[src/rtl/cntdn_pkg.sv]
package cntdn_pkg;
   typedef enum logic [1:0] {
      MODE_ONESHOT  = 2'b00,
      MODE_PERIODIC = 2'b01,
      MODE_DEADLINE = 2'b10,
      MODE_RSVD     = 2'b11
   } tmode_e;

   localparam int REG_CTRL = 0;
   localparam int REG_INIT = 1;
   localparam int REG_CUR  = 2;
   localparam int REG_DIV  = 3;
   localparam int MASK_BIT = 16;
   localparam int MODE_LSB = 17;
   localparam int CODE_W   = 4;

   // Divide code to log2 of the ratio; codes with bit 2 set fall back to /2.
   function automatic logic [2:0] div_shift(input logic [CODE_W-1:0] code);
      if (code[2]) return 3'd1;
      return {code[3], code[1:0]} + 3'd1;
   endfunction
endpackage

[src/rtl/cntdn_regs.sv]
module cntdn_regs
   import cntdn_pkg::*;
#(
   parameter int CNT_W  = 32,
   parameter int ADDR_W = 2,
   parameter int VEC_W  = 8
) (
   input  logic              clk,
   input  logic              rst_n,
   input  logic              wr,
   input  logic [ADDR_W-1:0] addr,
   input  logic [CNT_W-1:0]  wdata,
   input  logic [CNT_W-1:0]  cur,
   output logic [CNT_W-1:0]  rdata,
   output logic [CNT_W-1:0]  init_q,
   output tmode_e            mode_q,
   output logic              mask_q,
   output logic [CODE_W-1:0] code_q,
   output logic              ld
);
   localparam logic [ADDR_W-1:0] A_CTRL = ADDR_W'(REG_CTRL);
   localparam logic [ADDR_W-1:0] A_INIT = ADDR_W'(REG_INIT);
   localparam logic [ADDR_W-1:0] A_CUR  = ADDR_W'(REG_CUR);
   localparam logic [ADDR_W-1:0] A_DIV  = ADDR_W'(REG_DIV);

   initial assert (CNT_W >= MODE_LSB + 2) else $error("CNT_W too small for control fields");
   initial assert (VEC_W <= MASK_BIT) else $error("VEC_W overlaps mask bit");
   initial assert (ADDR_W >= 2) else $error("ADDR_W must cover four registers");

   logic [VEC_W-1:0] vec_q;

   assign ld = wr && (addr == A_INIT);

   always_ff @(posedge clk) begin
      if (!rst_n) begin
         init_q <= '0;
         mode_q <= MODE_ONESHOT;
         mask_q <= 1'b1;
         vec_q  <= '0;
         code_q <= '0;
      end else if (wr) begin
         if (addr == A_INIT) init_q <= wdata;
         if (addr == A_CTRL) begin
            vec_q  <= wdata[VEC_W-1:0];
            mask_q <= wdata[MASK_BIT];
            mode_q <= tmode_e'(wdata[MODE_LSB+1:MODE_LSB]);
         end
         if (addr == A_DIV) code_q <= wdata[CODE_W-1:0];
      end
   end

   always_comb begin
      rdata = '0;
      case (addr)
         A_CTRL: begin
            rdata[VEC_W-1:0]            = vec_q;
            rdata[MASK_BIT]             = mask_q;
            rdata[MODE_LSB+1:MODE_LSB]  = mode_q;
         end
         A_INIT:  rdata = init_q;
         A_CUR:   rdata = cur;
         A_DIV:   rdata[CODE_W-1:0] = code_q;
         default: rdata = '0;
      endcase
   end

   // a write aimed at the current count leaves the start value alone
   a_r4_cur_readonly: assert property (@(posedge clk) disable iff (!rst_n)
      (wr && addr == A_CUR) |=> $stable(init_q));
endmodule

[src/rtl/cntdn_prescaler.sv]
module cntdn_prescaler
   import cntdn_pkg::*;
#(
   parameter int PRE_W = 7
) (
   input  logic              clk,
   input  logic              rst_n,
   input  logic              restart,
   input  logic [CODE_W-1:0] code,
   output logic              tick
);
   initial assert (PRE_W >= 7) else $error("PRE_W must hold a divide of 128");

   logic [2:0]       shift_sel;
   logic [PRE_W-1:0] mask_new;
   logic [PRE_W-1:0] act_mask;
   logic [PRE_W-1:0] pre_cnt;

   assign shift_sel = div_shift(code);

   for (genvar i = 0; i < PRE_W; i++) begin : g_mask
      assign mask_new[i] = (int'(shift_sel) > i);
   end

   assign tick = (pre_cnt == act_mask);

   // The ratio is latched only at a boundary, so a code change never cuts a period short
   always_ff @(posedge clk) begin
      if (!rst_n) begin
         pre_cnt  <= '0;
         act_mask <= PRE_W'(1);
      end else if (restart || tick) begin
         pre_cnt  <= '0;
         act_mask <= mask_new;
      end else begin
         pre_cnt  <= pre_cnt + PRE_W'(1);
      end
   end

   // the phase counter never runs past the period in force
   a_r10_phase_bounded: assert property (@(posedge clk) disable iff (!rst_n)
      pre_cnt <= act_mask);
   // a load restarts the divided period
   a_r2_restart_phase: assert property (@(posedge clk) disable iff (!rst_n)
      restart |=> (pre_cnt == '0));
endmodule

[src/rtl/cntdn_core.sv]
module cntdn_core
   import cntdn_pkg::*;
#(
   parameter int CNT_W = 32
) (
   input  logic             clk,
   input  logic             rst_n,
   input  logic             tick,
   input  logic             ld,
   input  logic [CNT_W-1:0] ld_val,
   input  logic [CNT_W-1:0] init_q,
   input  tmode_e           mode,
   input  logic             mask,
   output logic [CNT_W-1:0] cur_q,
   output logic             irq
);
   localparam logic [CNT_W-1:0] ONE = CNT_W'(1);

   logic running;
   assign running = (init_q != '0) && (mode == MODE_ONESHOT || mode == MODE_PERIODIC);

   always_ff @(posedge clk) begin
      if (!rst_n) begin
         cur_q <= '0;
         irq   <= 1'b0;
      end else if (ld) begin
         cur_q <= ld_val;
         irq   <= 1'b0;
      end else if (tick && running) begin
         if (cur_q != '0) begin
            cur_q <= cur_q - ONE;
            irq   <= (cur_q == ONE) && !mask;
         end else begin
            if (mode == MODE_PERIODIC) cur_q <= init_q;
            irq <= 1'b0;
         end
      end else begin
         irq <= 1'b0;
      end
   end

   // a load is visible in the running count right after its edge
   a_r2_load_copy: assert property (@(posedge clk) disable iff (!rst_n)
      ld |=> (cur_q == $past(ld_val)));
   // a zero start value keeps everything quiet
   a_r3_stopped_quiet: assert property (@(posedge clk) disable iff (!rst_n)
      (!ld && init_q == '0) |=> ((cur_q == $past(cur_q)) && !irq));
   // single-step decrement on a tick
   a_r5_single_step: assert property (@(posedge clk) disable iff (!rst_n)
      (tick && !ld && running && cur_q != '0) |=> (cur_q == $past(cur_q) - ONE));
   // one-shot stays expired
   a_r6_oneshot_holds: assert property (@(posedge clk) disable iff (!rst_n)
      (!ld && mode == MODE_ONESHOT && cur_q == '0) |=> (cur_q == '0));
   // periodic reload from the start value
   a_r7_periodic_reload: assert property (@(posedge clk) disable iff (!rst_n)
      (tick && !ld && running && mode == MODE_PERIODIC && cur_q == '0) |=> (cur_q == $past(init_q)));
   // a masked timer never requests
   a_r8_mask_blocks: assert property (@(posedge clk) disable iff (!rst_n)
      irq |-> !$past(mask));
   // reserved modes freeze the count
   a_r9_frozen_modes: assert property (@(posedge clk) disable iff (!rst_n)
      (!ld && (mode == MODE_DEADLINE || mode == MODE_RSVD)) |=> $stable(cur_q));
endmodule

[src/rtl/cntdn_timer.sv]
module cntdn_timer
   import cntdn_pkg::*;
#(
   parameter int CNT_W  = 32,
   parameter int ADDR_W = 2,
   parameter int PRE_W  = 7
) (
   input  logic              clk,
   input  logic              rst_n,
   input  logic              reg_wr,
   input  logic [ADDR_W-1:0] reg_addr,
   input  logic [CNT_W-1:0]  reg_wdata,
   output logic [CNT_W-1:0]  reg_rdata,
   output logic              irq
);
   logic [CNT_W-1:0]  init_q;
   logic [CNT_W-1:0]  cur_q;
   tmode_e            mode_q;
   logic              mask_q;
   logic [CODE_W-1:0] code_q;
   logic              ld;
   logic              tick;

   cntdn_regs #(.CNT_W(CNT_W), .ADDR_W(ADDR_W)) regs_i (
      .clk(clk), .rst_n(rst_n), .wr(reg_wr), .addr(reg_addr), .wdata(reg_wdata),
      .cur(cur_q), .rdata(reg_rdata), .init_q(init_q), .mode_q(mode_q),
      .mask_q(mask_q), .code_q(code_q), .ld(ld)
   );

   cntdn_prescaler #(.PRE_W(PRE_W)) pre_i (
      .clk(clk), .rst_n(rst_n), .restart(ld), .code(code_q), .tick(tick)
   );

   cntdn_core #(.CNT_W(CNT_W)) core_i (
      .clk(clk), .rst_n(rst_n), .tick(tick), .ld(ld), .ld_val(reg_wdata),
      .init_q(init_q), .mode(mode_q), .mask(mask_q), .cur_q(cur_q), .irq(irq)
   );
endmodule

[config.mk]
export PLATFORM = sky130hd
export DESIGN_NAME = cntdn_timer
export DESIGN_NICKNAME = d
export VERILOG_FILES = /design/src/rtl/cntdn_pkg.sv /design/src/rtl/cntdn_regs.sv /design/src/rtl/cntdn_prescaler.sv /design/src/rtl/cntdn_core.sv /design/src/rtl/cntdn_timer.sv
export SDC_FILE = /design/constraint.sdc
export NUM_CORES = 1
export LEC_CHECK = 0
export ABC_CLOCK_PERIOD_IN_PS = 7500
export BUFFER_PORTS_ARGS = -buffer_cell sky130_fd_sc_hd__buf_2
export CORE_MARGIN = 8
export CORE_UTILIZATION = 62
export DETAILED_ROUTE_END_ITERATION = 6
export HOLD_SLACK_MARGIN = 0.02
export PLACE_DENSITY = 0.88
export SYNTH_ARGS = -nofsm -noshare
export SYNTH_HDL_FRONTEND = slang
export SYNTH_HIERARCHICAL = 1
export SYNTH_SLANG_ARGS = --single-unit
[constraint.sdc]
create_clock -name clk -period 7.5 [get_ports clk]
set_clock_uncertainty 0.05 [all_clocks]
set_input_delay 1.5 -clock clk [delete_from_list [all_inputs] [get_ports clk]]
set_output_delay 1.5 -clock clk [all_outputs]
set_load 0.005 [all_outputs]
# [After elaboration in Yosys (flattened, before gate mapping)]
# Index checks and enable logic that the tools add are counted.
[word_totals] input_bits=37 register_bits=94 latchBits=0 n_memories=0 ram_bits=0 wordCells=59 mem_bits_ro=0
[op_classes] n_mux=12 n_addsub=3 mul=0 n_reduce_logical=19 magnitude_cmp=7 bitwise_logic=3 n_eq_ne=6 n_shift=0 div_mod_pow=0
[op_table] operator="$mux 32" count=4
[op_table] operator="$reduce_bool 32->1" count=2
[op_table] operator="$eq 32x1->1 const B" count=1
[op_table] operator="$sub 32x1->32 const B" count=1
[op_table] operator="$pmux 13 s2" count=1
[op_table] operator="$pmux 4 s4" count=1
[op_table] operator="$pmux 8 s2" count=1
[op_table] operator="$pmux 4 s3" count=1
[op_table] operator="$gt 3x3->1 const B" count=3
[op_table] operator="$pmux 3 s3" count=1
[op_table] operator="$reduce_and 2->1" count=4
[op_table] operator="$add 7x1->7 const B" count=1
[op_table] operator="$eq 7x7->1" count=1
[op_table] operator="$gt 3x1->1 const B" count=2
[op_table] operator="$gt 3x2->1 const B" count=2
[op_table] operator="$mux 3" count=2
[op_table] operator="$eq 2x1->1 const B" count=2
[op_table] operator="$eq 2x2->1 const B" count=2
[op_table] operator="$logic_and 1x1->1" count=4
[op_table] operator="$logic_not 2->1" count=2
[op_table] operator="$reduce_or 4->1" count=1
[op_table] operator="$add 3x1->3 const B" count=1
[op_table] operator="$not 1->1" count=3
[op_table] operator="$reduce_bool 3->1" count=1
[op_table] operator="5 further kinds" count=6

# [Logic depth before layout (Yosys ltp)]
[depth] ltp_word=6 depth_mapped=11 mapped_depth_nobuf=8

# [By module]
# The synthesis kept the hierarchy.
[modules_own_cells] mod="cntdn_core" area_per_inst_um2=2691.3 n_inst=1 seq_area_each_um2=660.6 cells_each=339
[modules_own_cells] mod="cntdn_regs" area_per_inst_um2=2643.8 n_inst=1 seq_area_each_um2=940.9 cells_each=302
[modules_own_cells] mod="cntdn_prescaler" area_per_inst_um2=689.4 n_inst=1 seq_area_each_um2=280.3 cells_each=74

# [Worst setup path before layout]
# Ideal clock, no wire load.
[synth_path] path_kind="input -> output" start="input reg_addr[1]" end="output reg_rdata[2]" t_arrival_ps=2405 path_stages=6 required_ps=5950 path_slack_ps=3545 n_path_buf=2 path_cell_list="inv_1 > ha_1 > buf_2 > buf_6 > a222oi_1 > mux2i_1"
[synth_between] elab_chain_len=2 elab_cells_between_ends=5
[synth_rtl] item="from (decl)" line="cntdn_timer.sv:11" rtl="input logic [ADDR_W-1:0] reg_addr,"
[synth_rtl] item="$eq 2x2->1 (tied with other cells)" line="cntdn_regs.sv:54" rtl="case (addr)"
[synth_rtl] item="$pmux 4 s4 (*)" line="cntdn_regs.sv:54"
[synth_rtl] item="to (decl)" line="cntdn_timer.sv:13" rtl="output logic [CNT_W-1:0] reg_rdata,"
# Mark *: on every way between the ends. The rest lies on a longest branch, timed or not.

# [Final worst setup path]
[layout_path] start="input reg_addr[1]" end="output reg_rdata[1]"
# Same word-level chain as after synthesis.

==> impl_results.md <==
* Cts bufs inserted at 9
* Grt met2 use at 43.5%
* Share of the cycle needed by the critical path after routing at 66.6%
* Hold Buf Count CTS at 0
* Max capacitance violation total at 0
* Clock Sink Count at 94
* Area contributors post-synth: sky130_fd_sc_hd__dfxtp_1 (31%), sky130_fd_sc_hd__a21bo_2 (7.3%), sky130_fd_sc_hd__nand3_1 (4.5%)
* Power consumption at 1580 uW
* Cells along the critical path: buf_2 > inv_1 > ha_2 > buf_4 > a222oi_1 > mux2i_1 > buf_2
* Root Buffer: sky130_fd_sc_hd__clkbuf_8
* Cell repeated most along the worst path: sky130_fd_sc_hd__buf_2
* Met3 Resource Use GR at 7.17%
* Total global routing overflow at 0
* Placed wire-length estimate after detailed placement at 12300 um
* DIE AREA at 0.0131 mm^2
* Actual transition at the worst max-transition pin at 1.16 ns
* Primary FF master, synth: sky130_fd_sc_hd__dfxtp_1
* Arrival time of data at the critical path endpoint at 3.45 ns
* Rel. slew slack at 22.3%
* Buffers from clock root to sink, at most at 2
* Worst ir drop on vdd at 170 uV
* WP buf/inv at 4
* Final setup violating endpoints at 0
* Max Fclk at 0.200 GHz
* Unrepaired setup endpoints after global routing: false
* Launch point of the worst hold path: pre_i/act_mask[6]
* Net count after synthesis at 761
* First-pass GRT wire length at 29100 um
* Detail-routed via count per cell at 6.94
* Port Buffer Count at 69
* I/O pin count at 70
* Count of routing violations after the opening detailed-route iteration at 679
* Antenna-violating nets left at 0
* Clock-pin transition on the worst setup and hold timing paths at 0.09 ns
* TritonCTS clock tree: done
* Endpoint class of the critical path: output port
* Category of the worst setup path launch point: input port
* Reg area at 0.00188 mm^2
* Final hold slack at 0.434 ns
* Clock insertion delay at the later pin of the skew report at 0.38 ns
* Most common cell in the synthesized netlist: sky130_fd_sc_hd__dfxtp_1
* Longest individual stage delay on the worst path at 0.62 ns
* Synth async-reset ratio at 0%
* Unique masters post-synth at 73
* Max-slew violation count at 0
* Die boundary height at 115 um
* Initial Utilization at 62.8%
* Crit path max fanout at 67
* Inserted Diodes at 0
* Last weighted congestion value of the routability-driven placer at 0.960
* Outcome: completed
* Synthesis-stage register bit count at 94
* Multi-input combinational cell area at 0.00373 mm^2
* Cell count of the worst hold path at 2
* Final Routed Wirelength at 17800 um
* Layer with the highest usage: met2
* Seq/Total Area, Yosys at 31.2%
* Avg Inst Size Synth at 8.43 um^2
* Vias in the first global route at 5846
* Std-Cell Core Area at 0.00959 mm^2
* Placed instance area at 0.00625 mm^2
* Critical path required time at 5.95 ns
* Count of mapped cells out of synthesis at 715
* Worst-case hold path end point: pre_i/act_mask[6]
* Die Width at 115 um
* Critical Path Source: reg_addr[1]
* Mapped Area at 0.00602 mm^2
* Worst-case reg-to-reg path depth at 5
* Power density over cell area at 246 mW/mm^2
* Htree depth at 3
* Layout Cell Area excl Fill at 0.00643 mm^2
* Clock period minus worst slack at 5.00 ns
* Global-route usage over all layers at 27.4%
* Class of the tightest hold or removal check: reg -> reg
* Maximum number of pins on one net before global-route repair at 96
* Cell with the largest stage delay on the worst path: sky130_fd_sc_hd__buf_4
* Slack of the worst reg-to-reg path at 4.29 ns
* Synthesis-to-finish area growth at 6.77%
* Fraction of layout cells with a size suffix above 1 at 21.7%
* # rows at 36
* Initial antenna violation count at 0
* Vias at 6077
* Total Neg Setup Slack at 0 ns
* Leak pwr at 0.00243 uW
* Met1 usage in global routing at 32.5%
* Most frequent cells after synthesis: sky130_fd_sc_hd__dfxtp_1 (94), sky130_fd_sc_hd__nand3_1 (54), sky130_fd_sc_hd__a21oi_1 (51)
* Post-synth EDFFs at 0
* Post-route DRC at 0
* Top cell type by total area after synthesis: sky130_fd_sc_hd__dfxtp_1
* Number of nets in the final layout at 784
* Area share of the leading cell type in the synthesized netlist at 31.2%
* Average routed wire per standard cell at 20.4 um
* Final core area utilization at 67.0%
* Class of the most critical setup path: in -> out
* Launch point of the worst reg-to-reg path: regs_i/init_q[13]
* Yosys warnings at 6
* Buffers inserted by post-CTS timing repair at 0
* Top cell family by delay on the critical path: buffers and inverters
* Number of hold violations in the final report at 0
* Filler Cells Inserted at 806
* Iteration count of the initial detailed-routing pass at 6
* Terminus of the critical flop-to-flop path: core_i/cur_q[1]
* Number of gates given a new drive strength after cts at 0
==> final cells by class <==
type	instances	share of cell area, %
tap	133	2.59
multi-input combinational	536	57.9
inverter	20	1.17
timing repair buffer	77	6.30
clock buffer	9	1.93
clock inverter	7	0.836
sequential	94	29.3
==> worst register-to-register path, cell delays in order (launching register included) <==
cell                      delay, ns
sky130_fd_sc_hd__dfxtp_1       0.35
sky130_fd_sc_hd__nor4_1        0.48
sky130_fd_sc_hd__nand4_1       0.33
sky130_fd_sc_hd__o21ai_1       0.99
sky130_fd_sc_hd__a21oi_1       0.50
sky130_fd_sc_hd__o221a_2       0.40
==> cells by family (layout without fill, tap and decap cells) <==
kind of cell               count (synthesis)  count (layout)  synth area share [%]
and+or+nand+nor                          244             244                  22.6
buffers and inverters                     85             113                  6.96
adders and majority gates                  9               9                  1.87
DFF                                       94              94                  31.2
muxes                                     17              17                  2.82
AOI/OAI and AO/OA                        244             244                  31.3
xor gates and xnor gates                  22              22                  3.20
==> worst max-delay path by stage <==
stage                   end  slack [ns]  cells past startpoint
2_1_floorplan  reg_rdata[2]        3.55                      6
6_report       reg_rdata[1]        2.50                      7
3_3_place_gp   reg_rdata[2]        2.57                      7
3_5_place_dp   reg_rdata[0]        2.50                      7
4_1_cts        reg_rdata[0]        2.50                      7
5_1_grt        reg_rdata[1]        2.31                      7
==> power by group <==
group          internal [uW]  total, uW  switching [uW]
logic                    238        638             400
clock network            125        322             197
registers                543        622            78.2
==> registers in the layout, indices dropped and copies added (netlist names) <==
signal          flops
pre_i/act_mask      7
pre_i/pre_cnt       7
regs_i/mask_q       1
core_i/cur_q       32
regs_i/code_q       4
regs_i/vec_q        8
regs_i/mode_q       2
core_i/irq          1
regs_i/init_q      32
==> per-stage QoR <==
| stage | setup slack (ns) | cells |
|---|---|---|
| 2_1_floorplan | 3.55 | 715 |
| 3_3_place_gp | 2.57 | 860 |
| 3_5_place_dp | 2.50 | 860 |
| 4_1_cts | 2.50 | 876 |
| 5_1_grt | 2.31 | 876 |
| 6_report | 2.50 | 876 |
==> cells in the final DEF, fill, tap and decap left out, drive strengths merged, types with 6 or more instances in the layout <==
cell    count
a222oi     11
o21ai      22
mux2i      17
or4        12
a31oi      11
nor4       29
xor2       12
inv        23
clkbuf      9
xnor2      10
o31a        6
nand3      54
buf        77
a21oi      52
dfxtp      94
nor2       31
ha          9
nor2b      24
or3         9
nand2      33
o31ai      13
a22oi      21
nand4       7
a21bo      46
nor3       26
==> metal layers <==
metal / wire length [um] / up-vias
met3: 1880 / 80
li1: - / 2779
met2: 8220 / 400
met4: 793 / 0
met1: 6940 / 2818
met5: 0 / -
No activity file was read; power rests on OpenSTA's default activity.
